`src/rtl/i2cp_pkg.sv`:
```
package i2cp_pkg;
   localparam int BYTE_W = 8;
   localparam int BIT_CNT_W = 4;

   typedef enum logic [2:0] {
      ST_IDLE,
      ST_RXB,
      ST_RACK,
      ST_TXB,
      ST_TACK
   } i2cp_state_e;
endpackage

```
`src/rtl/i2cp_sync.sv`:
```
module i2cp_sync #(
   parameter int WIDTH = 2,
   parameter int STAGES = 2,
   parameter logic [WIDTH-1:0] RST_VAL = '1
) (
   input  logic             clk,
   input  logic             rst_n,
   input  logic [WIDTH-1:0] d_i,
   output logic [WIDTH-1:0] q_o
);
   logic [WIDTH-1:0] chain_q [STAGES];

   always_ff @(posedge clk or negedge rst_n) begin
      if (!rst_n) chain_q[0] <= RST_VAL;
      else        chain_q[0] <= d_i;
   end

   generate
      for (genvar g = 1; g < STAGES; g++) begin : g_stage
         always_ff @(posedge clk or negedge rst_n) begin
            if (!rst_n) chain_q[g] <= RST_VAL;
            else        chain_q[g] <= chain_q[g-1];
         end
      end
   endgenerate

   assign q_o = chain_q[STAGES-1];
endmodule

```
`src/rtl/i2cp_cond.sv`:
```
module i2cp_cond (
   input  logic clk,
   input  logic rst_n,
   input  logic scl_s,
   input  logic sda_s,
   output logic start_o,
   output logic stop_o,
   output logic rise_o,
   output logic fall_o
);
   logic scl_q, sda_q;

   always_ff @(posedge clk or negedge rst_n) begin
      if (!rst_n) begin
         scl_q <= 1'b1;
         sda_q <= 1'b1;
      end else begin
         scl_q <= scl_s;
         sda_q <= sda_s;
      end
   end

   // SDA moving while SCL is held high marks a bus condition
   assign start_o = scl_s & scl_q & sda_q & ~sda_s;
   assign stop_o  = scl_s & scl_q & ~sda_q & sda_s;
   assign rise_o  = scl_s & ~scl_q;
   assign fall_o  = ~scl_s & scl_q;
endmodule

```
`src/rtl/i2cp_resp_mux.sv`:
```
module i2cp_resp_mux #(
   parameter int STATUS_W = 16,
   parameter int PTR_W = 16,
   parameter int IDX_W = 2
) (
   input  logic [STATUS_W-1:0] status_i,
   input  logic [PTR_W-1:0]    ptr_i,
   input  logic [IDX_W-1:0]    idx_i,
   output logic [7:0]          byte_o
);
   localparam int NB = (STATUS_W + PTR_W) / 8;

   logic [STATUS_W+PTR_W-1:0] cat;
   logic [7:0] lane [NB];

   assign cat = {status_i, ptr_i};

   generate
      for (genvar g = 0; g < NB; g++) begin : g_lane
         assign lane[g] = cat[(NB-1-g)*8 +: 8];
      end
   endgenerate

   always_comb begin
      byte_o = lane[0];
      for (int k = 0; k < NB; k++) begin
         if (idx_i == IDX_W'(k)) byte_o = lane[k];
      end
   end
endmodule

```
`src/rtl/i2c_ptr_slave.sv`:
```
module i2c_ptr_slave
   import i2cp_pkg::*;
#(
   parameter logic [6:0] SLAVE_ADDR = 7'h2A,
   parameter int PTR_W = 16,
   parameter int STATUS_W = 16,
   parameter int SYNC_STAGES = 2
) (
   input  logic                clk,
   input  logic                rst_n,
   input  logic                scl_i,
   input  logic                sda_i,
   output logic                sda_oe_o,
   input  logic [STATUS_W-1:0] status_i,
   output logic                mem_rd_o,
   output logic [PTR_W-1:0]    mem_addr_o,
   input  logic [7:0]          mem_rdata_i,
   output logic [7:0]          cmd_o
);
   localparam int PB = PTR_W / BYTE_W;
   localparam int SB = STATUS_W / BYTE_W;
   localparam int RB = SB + PB;
   localparam int RIDX_W = $clog2(RB);
   localparam int WIDX_W = $clog2(PB + 2);
   localparam logic [WIDX_W-1:0] WIDX_LAST = WIDX_W'(PB);
   localparam logic [WIDX_W-1:0] WIDX_SAT = WIDX_W'(PB + 1);
   localparam logic [RIDX_W-1:0] RIDX_END = RIDX_W'(RB - 1);

   generate
      if (PTR_W < 16 || (PTR_W % BYTE_W) != 0) begin : g_chk_ptr
         $error("PTR_W must be a whole number of bytes and at least 16");
      end
      if (STATUS_W < BYTE_W || (STATUS_W % BYTE_W) != 0) begin : g_chk_stat
         $error("STATUS_W must be a whole number of bytes");
      end
      if (SYNC_STAGES < 2) begin : g_chk_sync
         $error("SYNC_STAGES must be at least 2");
      end
   endgenerate

   // pin synchronisation and bus event detection
   logic [1:0] pins_s;
   logic scl_s, sda_s;
   logic start_w, stop_w, rise_w, fall_w;

   i2cp_sync #(.WIDTH(2), .STAGES(SYNC_STAGES), .RST_VAL(2'b11)) sync_i (
      .clk   (clk),
      .rst_n (rst_n),
      .d_i   ({scl_i, sda_i}),
      .q_o   (pins_s)
   );
   assign scl_s = pins_s[1];
   assign sda_s = pins_s[0];

   i2cp_cond cond_i (
      .clk     (clk),
      .rst_n   (rst_n),
      .scl_s   (scl_s),
      .sda_s   (sda_s),
      .start_o (start_w),
      .stop_o  (stop_w),
      .rise_o  (rise_w),
      .fall_o  (fall_w)
   );

   // controller state
   i2cp_state_e            st_q;
   logic [BIT_CNT_W-1:0]   cnt_q;
   logic [7:0]             rx_q;
   logic [7:0]             tx_q;
   logic                   oe_q;
   logic                   is_addr_q;
   logic                   rd_dir_q;
   logic                   data_mode_q;
   logic                   ptr_set_q;
   logic                   mack_q;
   logic [WIDX_W-1:0]      widx_q;
   logic [RIDX_W-1:0]      ridx_q;
   logic [STATUS_W-1:0]    stat_lat_q;
   logic [PTR_W-1:0]       ptr_snap_q;
   logic [PTR_W-1:0]       ptr_q;
   logic [PTR_W-1:0]       stage_q;
   logic [7:0]             cmd_q;
   logic [7:0]             pf_q;
   logic                   mem_rd_q;
   logic                   fetch_q;

   logic [7:0]             rsp_byte;
   logic [7:0]             next_tx;
   logic [PTR_W-1:0]       stage_nxt;
   logic [RIDX_W-1:0]      ridx_nxt;
   logic                   addr_hit;

   i2cp_resp_mux #(.STATUS_W(STATUS_W), .PTR_W(PTR_W), .IDX_W(RIDX_W)) resp_i (
      .status_i (stat_lat_q),
      .ptr_i    (ptr_snap_q),
      .idx_i    (ridx_q),
      .byte_o   (rsp_byte)
   );

   assign next_tx   = data_mode_q ? pf_q : rsp_byte;
   assign stage_nxt = {stage_q[PTR_W-BYTE_W-1:0], rx_q};
   assign ridx_nxt  = (ridx_q == RIDX_END) ? '0 : ridx_q + 1'b1;
   assign addr_hit  = (rx_q[7:1] == SLAVE_ADDR);

   always_ff @(posedge clk or negedge rst_n) begin
      if (!rst_n) begin
         st_q        <= ST_IDLE;
         cnt_q       <= '0;
         rx_q        <= '0;
         tx_q        <= '0;
         oe_q        <= 1'b0;
         is_addr_q   <= 1'b0;
         rd_dir_q    <= 1'b0;
         data_mode_q <= 1'b0;
         ptr_set_q   <= 1'b0;
         mack_q      <= 1'b0;
         widx_q      <= '0;
         ridx_q      <= '0;
         stat_lat_q  <= '0;
         ptr_snap_q  <= '0;
         ptr_q       <= '0;
         stage_q     <= '0;
         cmd_q       <= '0;
         pf_q        <= '0;
         mem_rd_q    <= 1'b0;
         fetch_q     <= 1'b0;
      end else begin
         // memory port: strobe, capture next cycle, advance pointer
         mem_rd_q <= 1'b0;
         fetch_q  <= mem_rd_q;
         if (fetch_q) pf_q <= mem_rdata_i;
         if (mem_rd_q) ptr_q <= ptr_q + 1'b1;

         if (start_w) begin
            st_q      <= ST_RXB;
            cnt_q     <= '0;
            is_addr_q <= 1'b1;
            oe_q      <= 1'b0;
         end else if (stop_w) begin
            st_q      <= ST_IDLE;
            oe_q      <= 1'b0;
            ptr_set_q <= 1'b0;
         end else begin
            case (st_q)
               ST_IDLE: ;

               ST_RXB: begin
                  if (rise_w && cnt_q != 4'd8) begin
                     rx_q  <= {rx_q[6:0], sda_s};
                     cnt_q <= cnt_q + 1'b1;
                  end
                  if (fall_w && cnt_q == 4'd8) begin
                     if (is_addr_q) begin
                        is_addr_q <= 1'b0;
                        if (addr_hit) begin
                           oe_q     <= 1'b1;
                           st_q     <= ST_RACK;
                           rd_dir_q <= rx_q[0];
                           if (rx_q[0]) begin
                              data_mode_q <= ptr_set_q;
                              stat_lat_q  <= status_i;
                              ptr_snap_q  <= ptr_q;
                              ridx_q      <= '0;
                              if (ptr_set_q) mem_rd_q <= 1'b1;
                           end else begin
                              ptr_set_q <= 1'b0;
                              widx_q    <= '0;
                           end
                        end else begin
                           st_q <= ST_IDLE;
                        end
                     end else begin
                        oe_q <= 1'b1;
                        st_q <= ST_RACK;
                        if (widx_q == '0) begin
                           cmd_q <= rx_q;
                        end else if (widx_q <= WIDX_LAST) begin
                           stage_q <= stage_nxt;
                           if (widx_q == WIDX_LAST) begin
                              ptr_q     <= stage_nxt;
                              ptr_set_q <= 1'b1;
                           end
                        end
                        if (widx_q != WIDX_SAT) widx_q <= widx_q + 1'b1;
                     end
                  end
               end

               ST_RACK: begin
                  if (fall_w) begin
                     cnt_q <= '0;
                     if (rd_dir_q) begin
                        st_q <= ST_TXB;
                        tx_q <= next_tx;
                        oe_q <= ~next_tx[7];
                        if (!data_mode_q) ridx_q <= ridx_nxt;
                     end else begin
                        st_q <= ST_RXB;
                        oe_q <= 1'b0;
                     end
                  end
               end

               ST_TXB: begin
                  if (fall_w) begin
                     if (cnt_q == 4'd7) begin
                        oe_q  <= 1'b0;
                        st_q  <= ST_TACK;
                        cnt_q <= '0;
                        if (data_mode_q) mem_rd_q <= 1'b1;
                     end else begin
                        cnt_q <= cnt_q + 1'b1;
                        tx_q  <= {tx_q[6:0], 1'b0};
                        oe_q  <= ~tx_q[6];
                     end
                  end
               end

               ST_TACK: begin
                  if (rise_w) mack_q <= ~sda_s;
                  if (fall_w) begin
                     if (mack_q) begin
                        st_q <= ST_TXB;
                        tx_q <= next_tx;
                        oe_q <= ~next_tx[7];
                        if (!data_mode_q) ridx_q <= ridx_nxt;
                     end else begin
                        st_q <= ST_IDLE;
                     end
                  end
               end

               default: st_q <= ST_IDLE;
            endcase
         end
      end
   end

   assign sda_oe_o   = oe_q;
   assign mem_rd_o   = mem_rd_q;
   assign mem_addr_o = ptr_q;
   assign cmd_o      = cmd_q;
endmodule

```
`config.mk`:
```
export PLATFORM = sky130hd
export DESIGN_NAME = i2c_ptr_slave
export DESIGN_NICKNAME = d
export VERILOG_FILES = /design/src/rtl/i2cp_pkg.sv /design/src/rtl/i2cp_sync.sv /design/src/rtl/i2cp_cond.sv /design/src/rtl/i2cp_resp_mux.sv /design/src/rtl/i2c_ptr_slave.sv
export SDC_FILE = /design/constraint.sdc
export NUM_CORES = 1
export LEC_CHECK = 0
export ABC_CLOCK_PERIOD_IN_PS = 1800
export BUFFER_PORTS_ARGS = -buffer_cell sky130_fd_sc_hd__buf_2
export CAP_MARGIN = 20
export CORE_MARGIN = 8
export CORE_UTILIZATION = 53
export DETAILED_ROUTE_END_ITERATION = 7
export PLACE_DENSITY = 0.76
export SLEW_MARGIN = 20
export SYNTH_ARGS = -nofsm -noshare
export SYNTH_HDL_FRONTEND = slang
export SYNTH_SLANG_ARGS = --single-unit
```
`constraint.sdc`:
```
create_clock -name clk -period 1.8 [get_ports clk]
set_input_delay 0.18 -clock clk [delete_from_list [all_inputs] [get_ports clk]]
set_output_delay 0.18 -clock clk [all_outputs]
set_load 0.005 [all_outputs]
```
; ---- Yosys cells after proc, flatten, opt, wreduce, memory -nomap -nowiden
; Index checks and enable logic that the tools add are counted.
[word_totals]
regBits = 112
input_bits = 28
out_inout_bits = 26
word_cells = 205
[op_classes]
addsub = 4
order_cmp = 1
eq_ne = 40
muxes = 90
bitwise_logic = 17
n_reduce_logical = 29
[op_table]
columns = cell, count
row1 = two-way mux 16 bit, 9
row2 = two-way mux 7 bit, 6
row3 = two-way mux 1 bit, 34
row4 = two-way mux 2 bit, 17
row5 = two-way mux 8 bit, 4
row6 = AND reduction 7 bit, 4
row7 = two-way mux 3 bit, 8
row8 = two-way mux 4 bit, 6
row9 = inequality test 2 bit (second input constant), 12
row10 = inequality test 4 x 2 -> 1 bit (second input constant), 6
row11 = case mux 7 bit (3 select lines), 1
row12 = AND reduction 6 bit, 3
row13 = adder 16 x 1 -> 16 bit (second input constant), 1
row14 = inequality test 3 x 2 -> 1 bit (second input constant), 5
row15 = case mux 3 bit (5 select lines), 1
row16 = case mux 4 bit (3 select lines), 1
row17 = nonzero test 3 bit, 4
row18 = AND reduction 11 bit, 1
row19 = NOT 1 bit, 10
row20 = nonzero test 2 bit, 5
row21 = AND reduction 9 bit, 1
row22 = AND reduction 4 bit, 2
row23 = AND reduction 8 bit, 1
row24 = AND 1 bit, 7
row25 = other kinds (25), 32

; ---- Logic depth before layout (Yosys ltp)
[logic_depth]
ltp_word = 11
depth_mapped = 8
ltp_nobuf = 7

; ---- Cells and area by module
; A second synthesis with hierarchy kept.
[unflattened]
hier_cells = 437
hier_area_um2 = 5517.8
[modules_own_cells]
columns = module, instances, cells_per_inst, area_per_inst_um2, seq_area_each_um2
row1 = i2c_ptr_slave, 1, 415, 5113.7, 2652.5
row2 = i2cp_resp_mux, 1, 10, 196.4, 0.0
row3 = i2cp_sync, 1, 6, 120.1, 105.1
row4 = i2cp_cond, 1, 6, 87.6, 52.6

; ---- Worst setup path after synthesis
; Ideal clock, no wire load.
[synth_path]
path_kind = flip-flop to flip-flop
start = reg ridx_q[0]
end = reg tx_q[2]
setup_ns = 0.125
arrival_ns = 1.865
required_time_ns = 1.675
slack_ns = -0.189
path_stages_with_launch = 9
n_path_buf = 1
synth_period_minus_slack_ns = 1.989
cell_sequence = dfrtp_1 -> inv_1 -> ha_1 -> or3_1 -> clkbuf_1 -> a211oi_1 -> nor2_1 -> a22o_1 -> mux2_2
[synth_between]
elab_chain_len = 8
elab_cells_between_ends = 12
cone_classes = eq/ne (3) / mux (9)
[synth_lines]
columns = element, line_no
row1 = start: declaration, i2c_ptr_slave.sv:78  ; logic [RIDX_W-1:0] ridx_q;
row2 = start signal: assignment, i2c_ptr_slave.sv:197  ; if (!data_mode_q) ridx_q <= ridx_nxt;
row3 = start signal: assignment, i2c_ptr_slave.sv:227  ; if (!data_mode_q) ridx_q <= ridx_nxt;
row4 = equality test 2 x 1 -> 1 bit, i2cp_resp_mux.sv:27  ; if (idx_i == IDX_W'(k)) byte_o = lane[k];
row5 = two-way mux 8 bit (2 in series), i2cp_resp_mux.sv:27
row6 = two-way mux 8 bit (*), i2cp_resp_mux.sv:27
row7 = two-way mux 8 bit (*), i2c_ptr_slave.sv:101  ; assign next_tx = data_mode_q ? pf_q : rsp_byte;
row8 = "two-way mux 7 bit, on equally long branches", "i2c_ptr_slave.sv:223, i2c_ptr_slave.sv:193"
row9 = "two-way mux 7 bit, on equally long branches", "i2c_ptr_slave.sv:222, i2c_ptr_slave.sv:191"
row10 = case mux 7 bit (3 select lines) (*), i2c_ptr_slave.sv:145  ; case (st_q)
row11 = end signal: assignment, i2c_ptr_slave.sv:195  ; tx_q <= next_tx;
row12 = end signal: assignment, i2c_ptr_slave.sv:214  ; tx_q <= {tx_q[6:0], 1'b0};
row13 = end signal: assignment, i2c_ptr_slave.sv:225  ; tx_q <= next_tx;
row14 = end: declaration, i2c_ptr_slave.sv:70  ; logic [7:0] tx_q;
; Every way passes the cells marked *; elsewhere a longest branch is shown, timed or not. The select of a mux whose other input is x is not followed.
; A chain may end at the register's enable or synchronous reset.

; ---- Final worst setup path
[layout_path]
start = reg st_q[1]
end = reg stage_q[5]
[layout_between]
elab_chain_len = 2
[layout_lines]
columns = element, line_no
row1 = start: declaration, i2c_ptr_slave.sv:67  ; i2cp_state_e st_q;
row2 = start signal: assignment, i2c_ptr_slave.sv:108  ; st_q <= ST_IDLE;
row3 = start signal: assignment, i2c_ptr_slave.sv:136  ; st_q <= ST_RXB;
row4 = start signal: assignment, i2c_ptr_slave.sv:141  ; st_q <= ST_IDLE;
row5 = equality test 3 x 1 -> 1 bit, i2c_ptr_slave.sv:145
row6 = AND reduction 7 bit (no source line), --
row7 = end signal: assignment, i2c_ptr_slave.sv:179  ; stage_q <= stage_nxt;
row8 = end: declaration, i2c_ptr_slave.sv:82  ; logic [PTR_W-1:0] stage_q;
; No other way between the ends.

==> flow_summary.json <==
{
  "port_buffers": 53,
  "hold_viol_final": 0,
  "ir_drop_mv": 0.804,
  "p_leak_nw": 3.48,
  "htree_levels": 3,
  "layoutNonFillerInstCount": 740,
  "remaining_drc_errors": 0,
  "hpwl_um": 9410,
  "clk_latency_ps": 390,
  "grt_pass1_wl_um": 21700,
  "grt_max_degree": 52,
  "cts_buffers": 9,
  "worstMarginPinSlew_ps": 417,
  "synth_edf_count": 0,
  "dr.first_iter.drc_count": 262,
  "synth_warnings": 0,
  "pre_cts_ws_ps": -145,
  "synth_top_cell_area_share_pct": 49.4,
  "muxShareOfSynthArea_pct": 16.5,
  "synth_top_family_by_area": "multiplexers",
  "critPathKind": "flip-flop to flip-flop",
  "final_util_pct": 74.2,
  "yosys.area_share.xor_xnor_pct": 2.61,
  "hp-class": "primary input to flip-flop",
  "dp.cells": 695,
  "endpoint_kind": "flip-flop",
  "yosysSeqAreaShare_pct": 52.4,
  "setup_slack_ps": -166,
  "ys.flop_type": "dfrtp_1",
  "synthSimpleGateAreaFrac_pct": 12.8,
  "rows": 36,
  "postSynthCellCount": 466,
  "cts_tree": "done",
  "status": "finished, violations left",
  "fin_nets": 640,
  "antenna_found_initial": 0,
  "cap_violations": 0,
  "clock-sinks": 112,
  "layout_min_cycle_time_ps": 1970,
  "violations": "negative setup slack",
  "synth_nets": 504,
  "fin_skew_ps": 15.8,
  "initial_core_util_pct": 54.7,
  "dr.pass1.iters": 4,
  "grt-ovfl-total": 0,
  "finalSetupTns_ps": -10340,
  "power.density_nw_per_um2": 776,
  "syn_area_per_cell_um2": 11.5,
  "setup_violations": 89,
  "core-area_um2": 9820,
  "ant_nets": 0,
  "crit_required_ps": 2070,
  "die_h_um": 117,
  "post-route-period-util_pct": 109,
  "synthAdderAreaFrac_pct": 2.33,
  "vias": 4242,
  "synthesis.area_um2": 5370,
  "track_usage_pct": 20.6,
  "dieArea_um2": 13600,
  "cts-root-buf": "clkbuf_8",
  "ys_top_cells_by_area": "dfrtp_1, mux2_2, mux2_1",
  "io_pins": 54,
  "max_freq_mhz": 509,
  "syn_to_final_growth_pct": 35.9,
  "worstPathArrival_ps": 2240,
  "yosysTopAreaCell": "dfrtp_1",
  "via_per_inst": 5.73,
  "ys_types": 57,
  "clk_pin_slew_ps": 100,
  "ys_ff_latch": 112,
  "die_w_um": 117,
  "wl_per_cell_um": 19.7,
  "antenna_cells": 0,
  "synth_compound_area_share_pct": 10.6,
  "grt_pass1_vias": 4168,
  "gp_congestion": 0.942,
  "async_reset_ff_share_pct": 100,
  "rsz0062_at_grt": "true",
  "cp_max_fo": 9,
  "crit_path_start_kind": "flip-flop",
  "slew_headroom_pct": 72.2,
  "final_max_slew_viol_count": 0,
  "wl_um": 14600,
  "drive_gt1_share_pct": 46.6,
  "cts_max_path_buffers": 2
}
==> cells in the final DEF, fill, tap and decap left out, types with 8 or more instances in the layout <==
cell / instances
dfrtp_1: 102
o21ai_0: 8
buf_4: 62
buf_2: 52
nand2_1: 20
mux2_4: 13
a21oi_1: 18
nor2_4: 12
mux2_1: 27
nor2_1: 22
xor2_1: 11
dlygate4sd3_1: 11
clkbuf_8: 9
buf_6: 14
inv_1: 11
a21oi_2: 9
mux2_2: 35
==> area by class of cell <==
class | instances | area [um^2]
clock inverter | 6 | 66.3
clock buffer | 10 | 128
timing repair buffer | 148 | 1190
fill | 655 | 2530
tap | 133 | 166
inverter | 14 | 52.6
sequential | 112 | 2820
multi-input combinational | 317 | 2870
==> cells by family (layout without fill, tap and decap cells) <==
kind of cell	after synthesis	after routing
multiplexers	79	79
AND/OR/NAND/NOR	126	126
adder cells (fa/ha/maj)	10	10
XOR/XNOR	16	16
buffers and inverters	37	178
flip-flops	112	112
AO/OA/AOI/OAI	86	86
==> flip-flops by register name, indices dropped and copies added (netlist names), 2 cells and up <==
| signal | cells |
|---|---|
| sync_i.chain_q | 2 |
| st_q | 3 |
| ridx_q | 2 |
| stat_lat_q | 16 |
| cmd_o | 8 |
| ptr_snap_q | 16 |
| rx_q | 8 |
| cnt_q | 4 |
| tx_q | 7 |
| stage_q | 8 |
| mem_addr_o | 16 |
| sync_i.q_o | 2 |
| pf_q | 8 |
| widx_q | 2 |
==> synth_stat cells, types with 6 or more instances <==
cell / count
nand4_1: 6
dfrtp_1: 106
o21ai_0: 14
ha_1: 10
nor2b_1: 8
nand3_1: 9
clkbuf_1: 11
mux2_2: 46
nand2_1: 20
nand2b_1: 9
nor2_1: 38
o22ai_1: 7
xor2_1: 11
mux2_1: 29
a22o_1: 7
buf_2: 9
dfstp_2: 6
inv_1: 14
nor3_1: 9
a211oi_1: 7
a21oi_1: 27
==> power by group <==
| part | leakage, nW | switching [mW] | internal, mW |
|---|---|---|---|
| Combinational | 1.90 | 0.634 | 0.639 |
| Clock | 0.101 | 0.865 | 0.653 |
| Sequential | 1.47 | 0.176 | 2.69 |
==> critical path, stage by stage (launching register included) <==
cell and delay [ps]:
dfrtp_2 450, or3b_4 460, nor4_4 270, buf_6 180
buf_12 110, nand2_8 80, mux2_2 300
==> what timing repair did <==
action                                  4_1_cts  5_1_grt
gates cloned                                  0        4
hold endpoints to repair                     93        0
endpoints found under the setup margin       90       94
pin swaps                                     7       16
resized for setup                            41       71
hold buffers                                 11        0
setup buffers                                 4       11
==> per-layer routing <==
layer  track usage [%]  vias to the layer above  share of wire (%)
li1                  -                     1948                  -
met1              25.5                     2140                 41
met2              35.1                      120                 52
met3              4.45                       34                4.7
met4              6.31                        0                2.5
met5                 0                        -                  0
==> metrics by stage <==
| stage | power, mW | hold WS (ps) | instance area [um^2] |
|---|---|---|---|
| detailed placement | 3.90 | 57.0 | 6320 |
| global route | 5.88 | 6.25 | 7290 |
| finish | 5.66 | 13.8 | 7290 |
| CTS | 5.53 | 0.433 | 6810 |
| global placement | 3.85 | 57.5 | 6320 |
| floorplan | 3.35 | -116 | 5490 |
==> final timing paths <==
check | cells past startpoint | endpoint | slack [ps] | from
max | 6 | stage_q[5] | -170 | st_q[1]
min | 2 | stat_lat_q[1] | 10 | status_i[1]
max reg2reg | 6 | stage_q[5] | -170 | st_q[1]
min reg2reg | 0 | sync_i.q_o[0] | 360 | sync_i.chain_q[2]
max in group asynchronous | 3 | pf_q[6] | 990 | rst_n
min in group asynchronous | 2 | stat_lat_q[15] | 200 | rst_n
No activity file was read; power rests on OpenSTA's default activity.
